`src/rtl/anp_pkg.sv`:
```
package anp_pkg;
  typedef enum logic {
    PM_SELECT = 1'b0,
    PM_ROUTE  = 1'b1
  } port_mode_e;
endpackage

```
`src/rtl/anp_rst_sync.sv`:
```
module anp_rst_sync (
  input  logic clk,
  input  logic arst_n,
  output logic srst_n
);
  logic meta_r;

  always_ff @(posedge clk or negedge arst_n) begin
    if (!arst_n) begin
      meta_r <= 1'b0;
      srst_n <= 1'b0;
    end else begin
      meta_r <= 1'b1;
      srst_n <= meta_r;
    end
  end
endmodule

```
`src/rtl/anp_pin_default.sv`:
```
module anp_pin_default #(
  parameter int          W   = 1,
  parameter logic [W-1:0] DEF = '0
) (
  input  logic         conn,
  input  logic [W-1:0] val,
  output logic [W-1:0] y
);
  always_comb begin
    y = conn ? val : DEF;
  end
endmodule

```
`src/rtl/anp_grp_drv.sv`:
```
module anp_grp_drv #(
  parameter int W = 4
) (
  input  logic         en,
  input  logic [W-1:0] sw,
  output logic         oe,
  output logic [W-1:0] dout
);
  logic en_n;

  always_comb begin
    en_n = ~en;
    oe   = ~en_n;
    dout = en_n ? '0 : sw;
  end
endmodule

```
`src/rtl/anp_nib_latch.sv`:
```
module anp_nib_latch #(
  parameter int W = 4
) (
  input  logic         clk,
  input  logic         rst_n,
  input  logic         ctl,
  input  logic [W-1:0] d,
  output logic [W-1:0] q
);
  logic [W-1:0] q_r;
  logic [W-1:0] q_nxt;

  always_comb begin
    q_nxt = q_r;
    if (ctl) q_nxt = d;
  end

  always_ff @(posedge clk or negedge rst_n) begin
    if (!rst_n) q_r <= '0;
    else        q_r <= q_nxt;
  end

  assign q = q_r;

  AST_LATCH_FOLLOW: assert property (@(posedge clk) disable iff (!rst_n)
    ctl |=> (q == $past(d)));
  AST_LATCH_HOLD: assert property (@(posedge clk) disable iff (!rst_n)
    !ctl |=> (q == $past(q)));
endmodule

```
`src/rtl/addr_nibble_port.sv`:
```
module addr_nibble_port #(
  parameter int   NIB_W   = 4,
  parameter logic CTL_DEF = 1'b1,
  parameter logic DIN_DEF = 1'b0
) (
  input  logic                 clk,
  input  logic                 rst_n,
  input  logic                 mode,
  input  logic                 addr,
  input  logic [2*NIB_W-1:0]   sw,
  output logic [2*NIB_W-1:0]   led,
  output logic [NIB_W-1:0]     bus_o,
  output logic [1:0]           grp_oe
);
  import anp_pkg::*;

  localparam int GRPS   = 2;
  localparam int PORT_W = GRPS * NIB_W;
  localparam logic [NIB_W-1:0] D_DEF_VEC = {NIB_W{DIN_DEF}};

  logic             srst_n;
  port_mode_e       mode_e;
  logic [GRPS-1:0]  grp_en;
  logic [GRPS-1:0]  ctl_val;
  logic [GRPS-1:0]  ctl_conn;
  logic [GRPS-1:0]  din_conn;
  logic [GRPS-1:0]  drv_oe;
  logic [NIB_W-1:0] drv_dat [GRPS];
  logic [NIB_W-1:0] bus;

  anp_rst_sync u_rst (
    .clk    (clk),
    .arst_n (rst_n),
    .srst_n (srst_n)
  );

  // address decode: which group drives, which display stage opens
  always_comb begin
    mode_e   = port_mode_e'(mode);
    grp_en   = '0;
    ctl_val  = '0;
    ctl_conn = '0;
    din_conn = '0;
    if (mode_e == PM_SELECT) begin
      grp_en      = {addr, ~addr};
      ctl_val[0]  = 1'b1;
      ctl_conn[0] = 1'b1;
      din_conn[0] = 1'b1;
    end else begin
      grp_en      = 2'b01;
      ctl_val     = {addr, ~addr};
      ctl_conn    = 2'b11;
      din_conn    = 2'b11;
    end
  end

  for (genvar g = 0; g < GRPS; g++) begin : g_drv
    anp_grp_drv #(.W(NIB_W)) u_drv (
      .en   (grp_en[g]),
      .sw   (sw[g*NIB_W +: NIB_W]),
      .oe   (drv_oe[g]),
      .dout (drv_dat[g])
    );
  end

  // shared bus: disabled drivers contribute zero
  always_comb begin
    bus = '0;
    for (int g = 0; g < GRPS; g++) begin
      if (drv_oe[g]) bus = bus | drv_dat[g];
    end
  end

  for (genvar g = 0; g < GRPS; g++) begin : g_disp
    logic             ctl_eff;
    logic [NIB_W-1:0] din_eff;

    anp_pin_default #(.W(1), .DEF(CTL_DEF)) u_ctl_def (
      .conn (ctl_conn[g]),
      .val  (ctl_val[g]),
      .y    (ctl_eff)
    );
    anp_pin_default #(.W(NIB_W), .DEF(D_DEF_VEC)) u_din_def (
      .conn (din_conn[g]),
      .val  (bus),
      .y    (din_eff)
    );
    anp_nib_latch #(.W(NIB_W)) u_lat (
      .clk   (clk),
      .rst_n (srst_n),
      .ctl   (ctl_eff),
      .d     (din_eff),
      .q     (led[g*NIB_W +: NIB_W])
    );
  end

  assign bus_o  = bus;
  assign grp_oe = drv_oe;

  AST_ONE_DRIVER: assert property (@(posedge clk) disable iff (!srst_n)
    $onehot0(grp_oe));
  AST_SEL_UPPER_SRC: assert property (@(posedge clk) disable iff (!srst_n)
    (mode == 1'b0 && addr) |-> (bus_o == sw[PORT_W-1 -: NIB_W]));
  AST_ROUTE_LOWER_ONLY: assert property (@(posedge clk) disable iff (!srst_n)
    (mode == 1'b1) |-> (grp_oe == 2'b01 && bus_o == sw[NIB_W-1:0]));
  AST_SEL_UPPER_ZERO: assert property (@(posedge clk) disable iff (!srst_n)
    (mode == 1'b0) |=> (led[PORT_W-1 -: NIB_W] == D_DEF_VEC));
endmodule

```
`config.mk`:
```
export PLATFORM = sky130hd
export DESIGN_NAME = addr_nibble_port
export DESIGN_NICKNAME = d
export VERILOG_FILES = /design/src/rtl/anp_pkg.sv /design/src/rtl/anp_rst_sync.sv /design/src/rtl/anp_pin_default.sv /design/src/rtl/anp_grp_drv.sv /design/src/rtl/anp_nib_latch.sv /design/src/rtl/addr_nibble_port.sv
export SDC_FILE = /design/constraint.sdc
export NUM_CORES = 1
export LEC_CHECK = 0
export ABC_AREA = 1
export BUFFER_PORTS_ARGS = -buffer_cell sky130_fd_sc_hd__buf_2
export CAP_MARGIN = 10
export CORE_AREA = 2 2 39 41
export CTS_BUF_LIST = sky130_fd_sc_hd__clkbuf_8 sky130_fd_sc_hd__clkbuf_16
export DETAILED_ROUTE_END_ITERATION = 10
export DIE_AREA = 0 0 41 43
export PLACE_DENSITY = 0.72
export SLEW_MARGIN = 15
export SYNTH_ARGS = -nofsm -noshare
export SYNTH_HDL_FRONTEND = slang
export SYNTH_SLANG_ARGS = --single-unit
```
`constraint.sdc`:
```
create_clock -name clk -period 0.9 [get_ports clk]
set_clock_uncertainty 0.05 [all_clocks]
set_input_delay 0.18 -clock clk [delete_from_list [all_inputs] [get_ports clk]]
set_output_delay 0.18 -clock clk [all_outputs]
set_load 0.05 [all_outputs]
```
Yosys cells after proc, flatten, opt, wreduce, memory -nomap -nowiden
Cells that the tools add are included.
{"block": "op_classes", "muxes": 9, "n_bitwise": 2}
{"cell": "two-way mux 4 bit", "n": 4}
{"cell": "two-way mux 1 bit", "n": 4}
{"cell": "OR 4 bit", "n": 1}
{"cell": "two-way mux 2 bit", "n": 1}
{"cell": "NOT 1 bit", "n": 1}
{"block": "word_totals", "register_bits": 10, "input_bits": 12, "wordCells": 15}

Longest topological paths before layout
Gate-level depths: netlist of run 1.
{"block": "logic_depth", "ltp_word": 6, "mapped_depth": 5, "mapped_depth_nobuf": 5}

Cells and area by module
Synthesis of run 1 repeated with hierarchy kept, for this count alone.
{"block": "unflattened", "cells_unflattened": 94, "area_unflattened_um2": 573.0}
{"mod": "anp_nib_latch", "instances": 2, "cells_each": 17, "area_per_inst_um2": 148.9}
{"mod": "anp_grp_drv", "instances": 2, "cells_each": 9, "area_per_inst_um2": 37.5}
{"mod": "addr_nibble_port", "instances": 1, "cells_each": 19, "area_per_inst_um2": 71.3}
{"mod": "anp_pin_default at g_disp[0].u_din_def ...", "instances": 2, "cells_each": 8, "area_per_inst_um2": 30.0}
{"mod": "anp_rst_sync", "instances": 1, "cells_each": 3, "area_per_inst_um2": 53.8}
{"mod": "anp_pin_default at g_disp[0].u_ctl_def ...", "instances": 2, "cells_each": 2, "area_per_inst_um2": 7.5}

Least setup slack after synthesis of run 1
OpenSTA, ideal clock, no wires.
{"block": "synth_timing", "path_type": "input-to-output", "startpoint": "input mode", "endpoint": "output bus_o[0]", "t_arrival_ns": 0.801, "required_time_ns": 0.670, "path_slack_ns": -0.131, "stages": 4, "path_buffers": 0, "path_cell_list": "inv_2 nand2_4 nand2_1 and2_1"}
{"block": "synth_via", "elab_chain_len": 4}
{"item": "from (decl)", "line_no": "addr_nibble_port.sv:8", "rtl": "input logic mode,"}
{"item": "two-way mux 2 bit *", "line_no": "addr_nibble_port.sv:44", "rtl": "if (mode_e == PM_SELECT) begin"}
{"item": "named net g_drv[0].u_drv.en", "line_no": "anp_grp_drv.sv:4", "rtl": "input logic en,"}
{"item": "two-way mux 4 bit *", "line_no": "addr_nibble_port.sv:70", "rtl": "if (drv_oe[g]) bus = bus | drv_dat[g];"}
{"item": "OR 4 bit", "line_no": "addr_nibble_port.sv:70"}
{"item": "two-way mux 4 bit *", "line_no": "addr_nibble_port.sv:70"}
{"item": "to (decl)", "line_no": "addr_nibble_port.sv:12", "rtl": "output logic [NIB_W-1:0] bus_o,"}
Mark *: on every way through the listed nets, which the timed path passes. The rest lies on a longest branch.

Final worst setup path of run 1
{"block": "layout_timing", "startpoint": "register g_disp[1].u_lat.q_r[0]", "endpoint": "output led[4]"}
{"item": "from (decl)", "line_no": "anp_nib_latch.sv:10", "rtl": "logic [W-1:0] q_r;"}
{"item": "from (signal assigned)", "line_no": "anp_nib_latch.sv:20", "rtl": "else q_r <= q_nxt;"}
{"item": "to (decl)", "line_no": "addr_nibble_port.sv:11", "rtl": "output logic [2*NIB_W-1:0] led,"}
No word-level cell between the ends.

==> results of run 1 <==
==> what timing repair did <==
| item | 4_1_cts | 5_1_grt |
|---|---|---|
| resized for setup | 54 | 6 |
| buffers inserted | 1 | 1 |
| hold buffers | 1 | 0 |
| pin swaps | 2 | 2 |
| endpoints found under the setup margin | 14 | 14 |
| hold endpoints to repair | 2 | 0 |
==> how the worst max path moves through the flow <==
stage	to	start	depth (start not counted)
after floorplan	bus_o[0]	mode	4
after global placement	bus_o[3]	mode	6
after detailed placement	bus_o[1]	mode	6
after CTS	led[4]	g_disp[1].u_lat.q[0]	1
after global routing	led[7]	g_disp[1].u_lat.q[3]	1
final	led[4]	g_disp[1].u_lat.q[0]	1
==> where the power goes <==
group | internal, W | switching (W)
Combinational | 0.000228 | 0.000318
Clock | 0.000382 | 0.000152
Sequential | 0.000487 | 0.0000277
==> cell usage after synthesis (all sizes together) <==
cell   instances  area (sq um)
conb           1          3.75
buf            2          15.0
nand3         12          60.1
dfrtp         10           250
and2           4          25.0
inv           12          45.0
o21ai          4          20.0
nand2         14          67.6
==> kinds of logic (layout without fill, tap and decap cells) <==
kind of cell,Yosys count,in the layout,share of synthesized area
and+or+nand+nor,30,30,0.314
buffers and inverters,14,55,0.123
DFF,10,10,0.514
AOI/OAI and AO/OA,4,4,0.0411
other,1,1,0.00770
==> worst register-to-register path, cell delays in order (launching register included) <==
cell and delay [ps]:
dfrtp_1 390, buf_4 140, nand2_1 50, nand2_1 50
==> area by class of cell <==
cell class	instances	area, sq um
fill	83	385
timing repair buffer	39	363
multi-input combinational	35	245
tap	16	20.0
clock buffer	4	55.1
inverter	12	60.1
sequential	10	255
==> metrics by stage <==
step	instance area [sq um]	instances	hold slack [ps]	setup TNS [ps]
after floorplan	500	59	-166	-2.95
after global placement	713	109	-83.6	-1330
after detailed placement	713	109	-83.1	-1430
after CTS	965	115	78.9	-1350
after global routing	998	116	93.4	-1730
final	998	116	66.5	-1380
==> layer usage <==
layer	up-vias	part of all wire	GRT usage
li1	259	-	-
met1	261	0.38	0.216
met2	24	0.57	0.328
met3	0	0.058	0.0209
met4	0	0	0.0800
met5	-	0	0
==> sequential cells by signal, summed over array words and instances, names as in the netlist <==
| signal | count |
|---|---|
| u_rst.srst_n | 1 |
| g_disp.u_lat.q | 8 |
| u_rst.meta_r | 1 |
==> impl_metrics.json, run 1 <==
{
  "core_sq_um": 1380,
  "violations": "negative setup slack",
  "drc": 0,
  "syn-num-nets": 71,
  "top_level_ports": 26,
  "final_cell_mix": "buf_4 (12), inv_1 (10), buf_6 (10)",
  "power_density_nw_per_um2": 1600,
  "area_growth_pct": 105,
  "fin_crit_ps": 1020,
  "slowest_delay_ps": 410,
  "final.setup.worst_slack_ps": -117,
  "clock_latency_ps": 230,
  "crit_arrival_ps": 790,
  "grt_usage": 0.189,
  "port_buffers": 25,
  "grt_max_degree": 10,
  "syn_area_sq_um": 487,
  "grt_pass1_vias": 553,
  "cts_tree": "done",
  "reg2reg_to": "g_disp[0].u_lat.q[0]",
  "place_congestion": 0.629,
  "crit_path_end_kind": "output port",
  "fp-row-count": 14,
  "wl_per_cell_microns": 13.5,
  "die_w_microns": 41,
  "drt-initial-drc-count": 8,
  "ys_seq_area_frac": 0.514,
  "synth.distinct_cells": 10,
  "crit_fanout": 2,
  "clkSlewWorstSetupHoldPaths_ps": 50,
  "cts_buffer_depth": 2,
  "initial_core_util": 0.352,
  "cts-root-buf": "clkbuf_8",
  "rsz0062_at_grt": "yes",
  "ys_warn_count": 0,
  "crit_family": "flip-flops",
  "hold_violations": 0,
  "avgSynthCellArea_sq_um": 8.25,
  "dieArea_sq_um": 1760,
  "cts_buffers": 3,
  "peakVddDrop_mv": 1.24,
  "htree_levels": 1,
  "dpl_worst_slack_ps": -245,
  "antenna_found_initial": 0,
  "wirelength_mm": 1.57,
  "die_h_microns": 43,
  "slowest_stage": "dfrtp_2",
  "grt.overflow.total": 0,
  "hpwl_microns": 913,
  "grt_pass1_wl_mm": 2.22,
  "cp_cell_sequence": "buf_6",
  "r2r.worst_path.cells": 3,
  "layout.nets": 113,
  "syn_inst": 59,
  "ys_ff_latch": 10,
  "r2r_start": "g_disp[0].u_lat.q[0]",
  "required_ps": 670,
  "min_period_over_period": 1.13,
  "power_w": 0.00159,
  "path_buf_inv": 1,
  "utilization": 0.722,
  "r2r_slack_ps": 100,
  "worstSetupPathType": "register to output port",
  "final_common_cell": "buf_4",
  "drive_gt1_frac": 0.620,
  "drv_cap": 0,
  "fmax_ghz": 0.983,
  "p_leak_nw": 0.531,
  "hold_path_class": "register to asynchronous set/reset pin",
  "clock-sinks": 10,
  "drtAntennaViolNets": 0,
  "drv_slew": 0,
  "n_antenna_cell": 0,
  "start_kind": "register",
  "num_vias": 544,
  "dr.pass1.iters": 4,
  "vias_per_cell": 4.69,
  "outcome": "finished, violations left",
  "setup_viol": 14
}
Power figures use the tool's default switching activity.
==> inputs of run 2 (changes only) <==
ABC_AREA = unset   (was 1)
PLACE_DENSITY = 0.75   (was 0.72)
==> impl_metrics.json, run 2 <==
{
  "place_congestion": 0.690,
  "synth_common_cells": "dfrtp_1 (10), mux2i_1 (8)",
  "final_common_cell": "buf_6",
  "clock-sinks": 10,
  "worstSetupPathType": "input pin to output port",
  "yosysMostFrequentCell": "dfrtp_1",
  "power_density_nw_per_um2": 1740,
  "synth_xor_area_frac": 0,
  "vias_per_cell": 4.39,
  "fin_tns_setup_ps": -2390,
  "hold_path_class": "register to asynchronous set/reset pin",
  "hpwl_microns": 773,
  "syn_area_sq_um": 517,
  "required_ps": 670,
  "final.setup.worst_slack_ps": -293,
  "synth_top_cell_by_area": "dfrtp_1",
  "drt-initial-drc-count": 0,
  "crit_fanout": 5,
  "utilization": 0.632,
  "rsz0062_at_grt": "yes",
  "hold_violations": 0,
  "layout.nets": 89,
  "drv_slew": 0,
  "start_kind": "input pin",
  "violations": "negative setup slack",
  "grt_usage": 0.134,
  "cts_buffer_depth": 2,
  "fp-row-count": 14,
  "min_period_over_period": 1.33,
  "path_buf_inv": 2,
  "htree_levels": 1,
  "synth_mux_area_frac": 0.271,
  "dieArea_sq_um": 1760,
  "num_vias": 404,
  "netlist.area_leader.share": 0.484,
  "grt.overflow.total": 0,
  "initial_core_util": 0.373,
  "ys_seq_area_frac": 0.484,
  "grt_pass1_vias": 354,
  "dr.pass1.iters": 1,
  "peakVddDrop_mv": 1.07,
  "synth_edf_count": 0,
  "crit_path_end_kind": "output port",
  "core_sq_um": 1380,
  "cts_tree": "done",
  "final_cell_mix": "buf_6 (14), buf_2 (9), mux2i_1 (8), dfrtp_2 (8), buf_4 (8)",
  "syn-num-nets": 54,
  "p_leak_nw": 0.437,
  "die_w_microns": 41,
  "r2r_slack_ps": 10,
  "outcome": "finished, violations left",
  "dpl_worst_slack_ps": -368,
  "die_h_microns": 43,
  "fin_crit_ps": 1190,
  "async_flop_share": 1.00,
  "grt_pass1_wl_mm": 1.50,
  "cts_buffers": 3,
  "drive_gt1_frac": 0.671,
  "n_antenna_cell": 0,
  "area_growth_pct": 69.2,
  "synth.distinct_cells": 11,
  "syn_inst": 42,
  "port_buffers": 25,
  "antenna_found_initial": 0,
  "synth_top_family_by_area": "multiplexers",
  "clkSlewWorstSetupHoldPaths_ps": 50,
  "slowest_stage": "mux2_4",
  "crit_arrival_ps": 960,
  "yosys.area_share.simple": 0.104,
  "ys_warn_count": 0,
  "clock_latency_ps": 230,
  "grt_max_degree": 13,
  "wl_per_cell_microns": 10.9,
  "cts-root-buf": "clkbuf_8",
  "cp_cell_sequence": "buf_6, nor2b_4, mux2_4, buf_8",
  "crit_family": "multiplexers",
  "yosys-top-cells-area": "dfrtp_1 (48%), mux2i_1 (15%), mux2_4 (12%)",
  "top_level_ports": 26,
  "drtAntennaViolNets": 0,
  "ys.flop_type": "dfrtp_1",
  "avgSynthCellArea_sq_um": 12.3,
  "largest_reg_flops": 8,
  "setup_viol": 14,
  "synth-compound-area-share": 0.0387,
  "drv_cap": 0,
  "ys_ff_latch": 10,
  "wirelength_mm": 1.00,
  "fmax_ghz": 0.838,
  "drc": 0,
  "slowest_delay_ps": 330,
  "yosys.area_share.adder": 0
}
==> run 2: per-stage QoR <==
step	hold WS, ps	instances	instance area, sq um	power, W
6_report	73.6	92	875	0.00152
2_1_floorplan	-166	42	539	0.000793
3_5_place_dp	-82.9	85	679	0.000879
3_3_place_gp	-84.1	85	679	0.000873
4_1_cts	85.3	90	845	0.00151
5_1_grt	102	92	875	0.00159
==> run 2: kinds of logic after synthesis <==
logic type	after synthesis
AOI/OAI and AO/OA	4
buffers and inverters	6
DFF	10
muxes	12
other	1
and+or+nand+nor	9
==> run 2: layout make-up <==
class / instances / area, sq um
clock buffer: 4 / 55.1
fill: 110 / 509
inverter: 1 / 3.75
multi-input combinational: 26 / 218
sequential: 10 / 260
tap: 16 / 20.0
timing repair buffer: 35 / 318
==> run 2: path summary, 6_finish.rpt <==
kind / depth (start not counted) / to / start
worst min-delay path: 0 / g_disp[1].u_lat.q[3] / u_rst.srst_n
min in group clk: 3 / g_disp[0].u_lat.q[2] / sw[6]
max in group asynchronous: 0 / g_disp[0].u_lat.q[2] / u_rst.srst_n
worst max-delay path: 4 / bus_o[1] / addr
worst max register to register: 3 / g_disp[0].u_lat.q[1] / g_disp[0].u_lat.q[1]
worst min register to register: 0 / g_disp[1].u_lat.q[3] / u_rst.srst_n
==> run 2: layer usage <==
| metal | GRT usage | wire [microns] |
|---|---|---|
| met5 | 0 | 0 |
| met4 | 0.100 | 23 |
| met3 | 0.0314 | 58 |
| met2 | 0.209 | 549 |
| met1 | 0.146 | 373 |
==> run 2: repair_timing <==
item / in CTS / in global routing
endpoints found under the setup margin: 14 / 14
pin swaps: 0 / 2
resized for setup: 30 / 4
hold endpoints to repair: 2 / 0
buffers inserted: 0 / 2
hold buffers: 1 / 0
gates cloned: 0 / 0
==> run 2: power breakdown <==
group / leakage, nW / switching, W / internal [W]
clock network: 0.0288 / 0.000162 / 0.000383
registers: 0.112 / 0.0000284 / 0.000488
logic: 0.296 / 0.000250 / 0.000208
total: 0.437 / 0.000441 / 0.00108
==> inputs of run 3 (changes only) <==
PLACE_DENSITY = 0.81   (was 0.75)
==> impl_metrics.json, run 3 (synthesis gave the netlist of run 2 again) <==
{
  "outcome": "finished, violations left",
  "violations": "negative setup slack",
  "core_sq_um": 1380,
  "setup_viol": 15,
  "dieArea_sq_um": 1760,
  "fin_crit_ps": 1230,
  "required_ps": 670,
  "place_congestion": 0.622,
  "start_kind": "input pin",
  "final_cell_mix": "buf_6 (15), buf_2 (9), dfrtp_2 (8), buf_4 (8), mux2i_1 (7)",
  "drv_cap": 0,
  "fin_tns_setup_ps": -2670,
  "hold_violations": 0,
  "cts-root-buf": "clkbuf_8",
  "pwr-share-clk": 0.352,
  "grt_pass1_vias": 441,
  "layout.nets": 91,
  "clkSlewWorstSetupHoldPaths_ps": 50,
  "grt_pass1_wl_mm": 1.86,
  "cts_buffer_depth": 2,
  "port_buffers": 25,
  "area_growth_pct": 75.1,
  "combPwrFrac": 0.312,
  "grt.overflow.total": 0,
  "worstSetupPathType": "input pin to output port",
  "clock-sinks": 10,
  "cts_tree": "done",
  "crit_arrival_ps": 1000,
  "initial_core_util": 0.373,
  "antenna_found_initial": 0,
  "r2r_slack_ps": -40,
  "grt_max_degree": 13,
  "drive_gt1_frac": 0.705,
  "power_w": 0.00154,
  "peakVddDrop_mv": 0.796,
  "seq_power_share": 0.336,
  "cts_buffers": 3,
  "intPower_w": 0.00109,
  "power_density_nw_per_um2": 1700,
  "largest_reg_flops": 8,
  "fin_area_sq_um": 905,
  "place_area_sq_um": 672,
  "top_level_ports": 26,
  "n_antenna_cell": 0,
  "p_leak_nw": 0.449,
  "num_vias": 447,
  "fmax_ghz": 0.815,
  "min_period_over_period": 1.36,
  "crit_fanout": 6,
  "final.setup.worst_slack_ps": -327,
  "drc": 0,
  "drv_slew": 0,
  "die_h_microns": 43,
  "dr.pass1.iters": 4,
  "rsz0062_at_grt": "yes",
  "fp-row-count": 14,
  "wirelength_mm": 1.25,
  "swShare": 0.292,
  "wl_per_cell_microns": 13.3,
  "power_switching_w": 0.000449,
  "drt-initial-drc-count": 9,
  "hold_path_class": "register to asynchronous set/reset pin",
  "vias_per_cell": 4.76,
  "clock_latency_ps": 230,
  "htree_levels": 1,
  "hpwl_microns": 764,
  "drtAntennaViolNets": 0,
  "grt_usage": 0.162,
  "die_w_microns": 41,
  "crit_path_end_kind": "output port",
  "final_common_cell": "buf_6"
}
==> run 3: critical path, stage by stage <==
cell and delay (ps):
buf_6 70, nor2b_4 250, mux2_4 340, buf_8 150
==> run 3: power groups by stage <==
| stage | sequential, W | combinational [W] | clock [W] |
|---|---|---|---|
| 6_report | 0.000517 | 0.000479 | 0.000541 |
| 5_1_grt | 0.000520 | 0.000502 | 0.000590 |
| 4_1_cts | 0.000513 | 0.000445 | 0.000569 |
| 3_5_place_dp | 0.000513 | 0.000363 | 0 |
| 3_3_place_gp | 0.000512 | 0.000357 | 0 |
| 2_1_floorplan | 0.000610 | 0.000183 | 0 |
==> run 3: cell type report <==
type                            instances  area, sq um
Inverter                                1         3.75
Tap cell                               16         20.0
Timing Repair Buffer                   37          344
Clock buffer                            4         55.1
Sequential cell                        10          260
Multi-Input combinational cell         26          221
Fill cell                              92          479
==> run 3: path summary, 6_finish.rpt <==
kind | endpoint | cells past startpoint | startpoint
worst max register to register | g_disp[0].u_lat.q[2] | 3 | g_disp[0].u_lat.q[2]
worst min register to register | g_disp[1].u_lat.q[3] | 0 | u_rst.srst_n
worst min-delay path | g_disp[1].u_lat.q[3] | 0 | u_rst.srst_n
worst max-delay path | bus_o[2] | 4 | addr
min in group clk | g_disp[0].u_lat.q[3] | 3 | sw[7]
max in group asynchronous | g_disp[0].u_lat.q[2] | 0 | u_rst.srst_n
==> run 3: per-stage QoR <==
stage,util,hold WS [ps],setup slack [ps],instances
floorplan,-,-166,-222,42
global placement,0.486,-82.0,-373,84
detailed placement,0.486,-80.7,-388,84
CTS,0.622,93.9,-311,92
global route,0.654,109,-337,94
finish,0.654,79.1,-327,94
==> run 3: per-layer routing <==
| metal | wire length [microns] | global-route usage | vias up | share of wire |
|---|---|---|---|---|
| met4 | 14 | 0.100 | 0 | 0.011 |
| met2 | 697 | 0.281 | 16 | 0.56 |
| met5 | 0 | 0 | - | 0 |
| met3 | 58 | 0.0314 | 2 | 0.046 |
| met1 | 480 | 0.162 | 219 | 0.38 |
| li1 | - | - | 210 | - |
==> run 3: what timing repair did <==
action | 4_1_cts | 5_1_grt
setup buffers | 3 | 3
pin swaps | 0 | 1
endpoints found under the hold margin | 2 | 0
setup endpoints to repair | 14 | 15
resized for setup | 31 | 11
hold buffers | 1 | 0
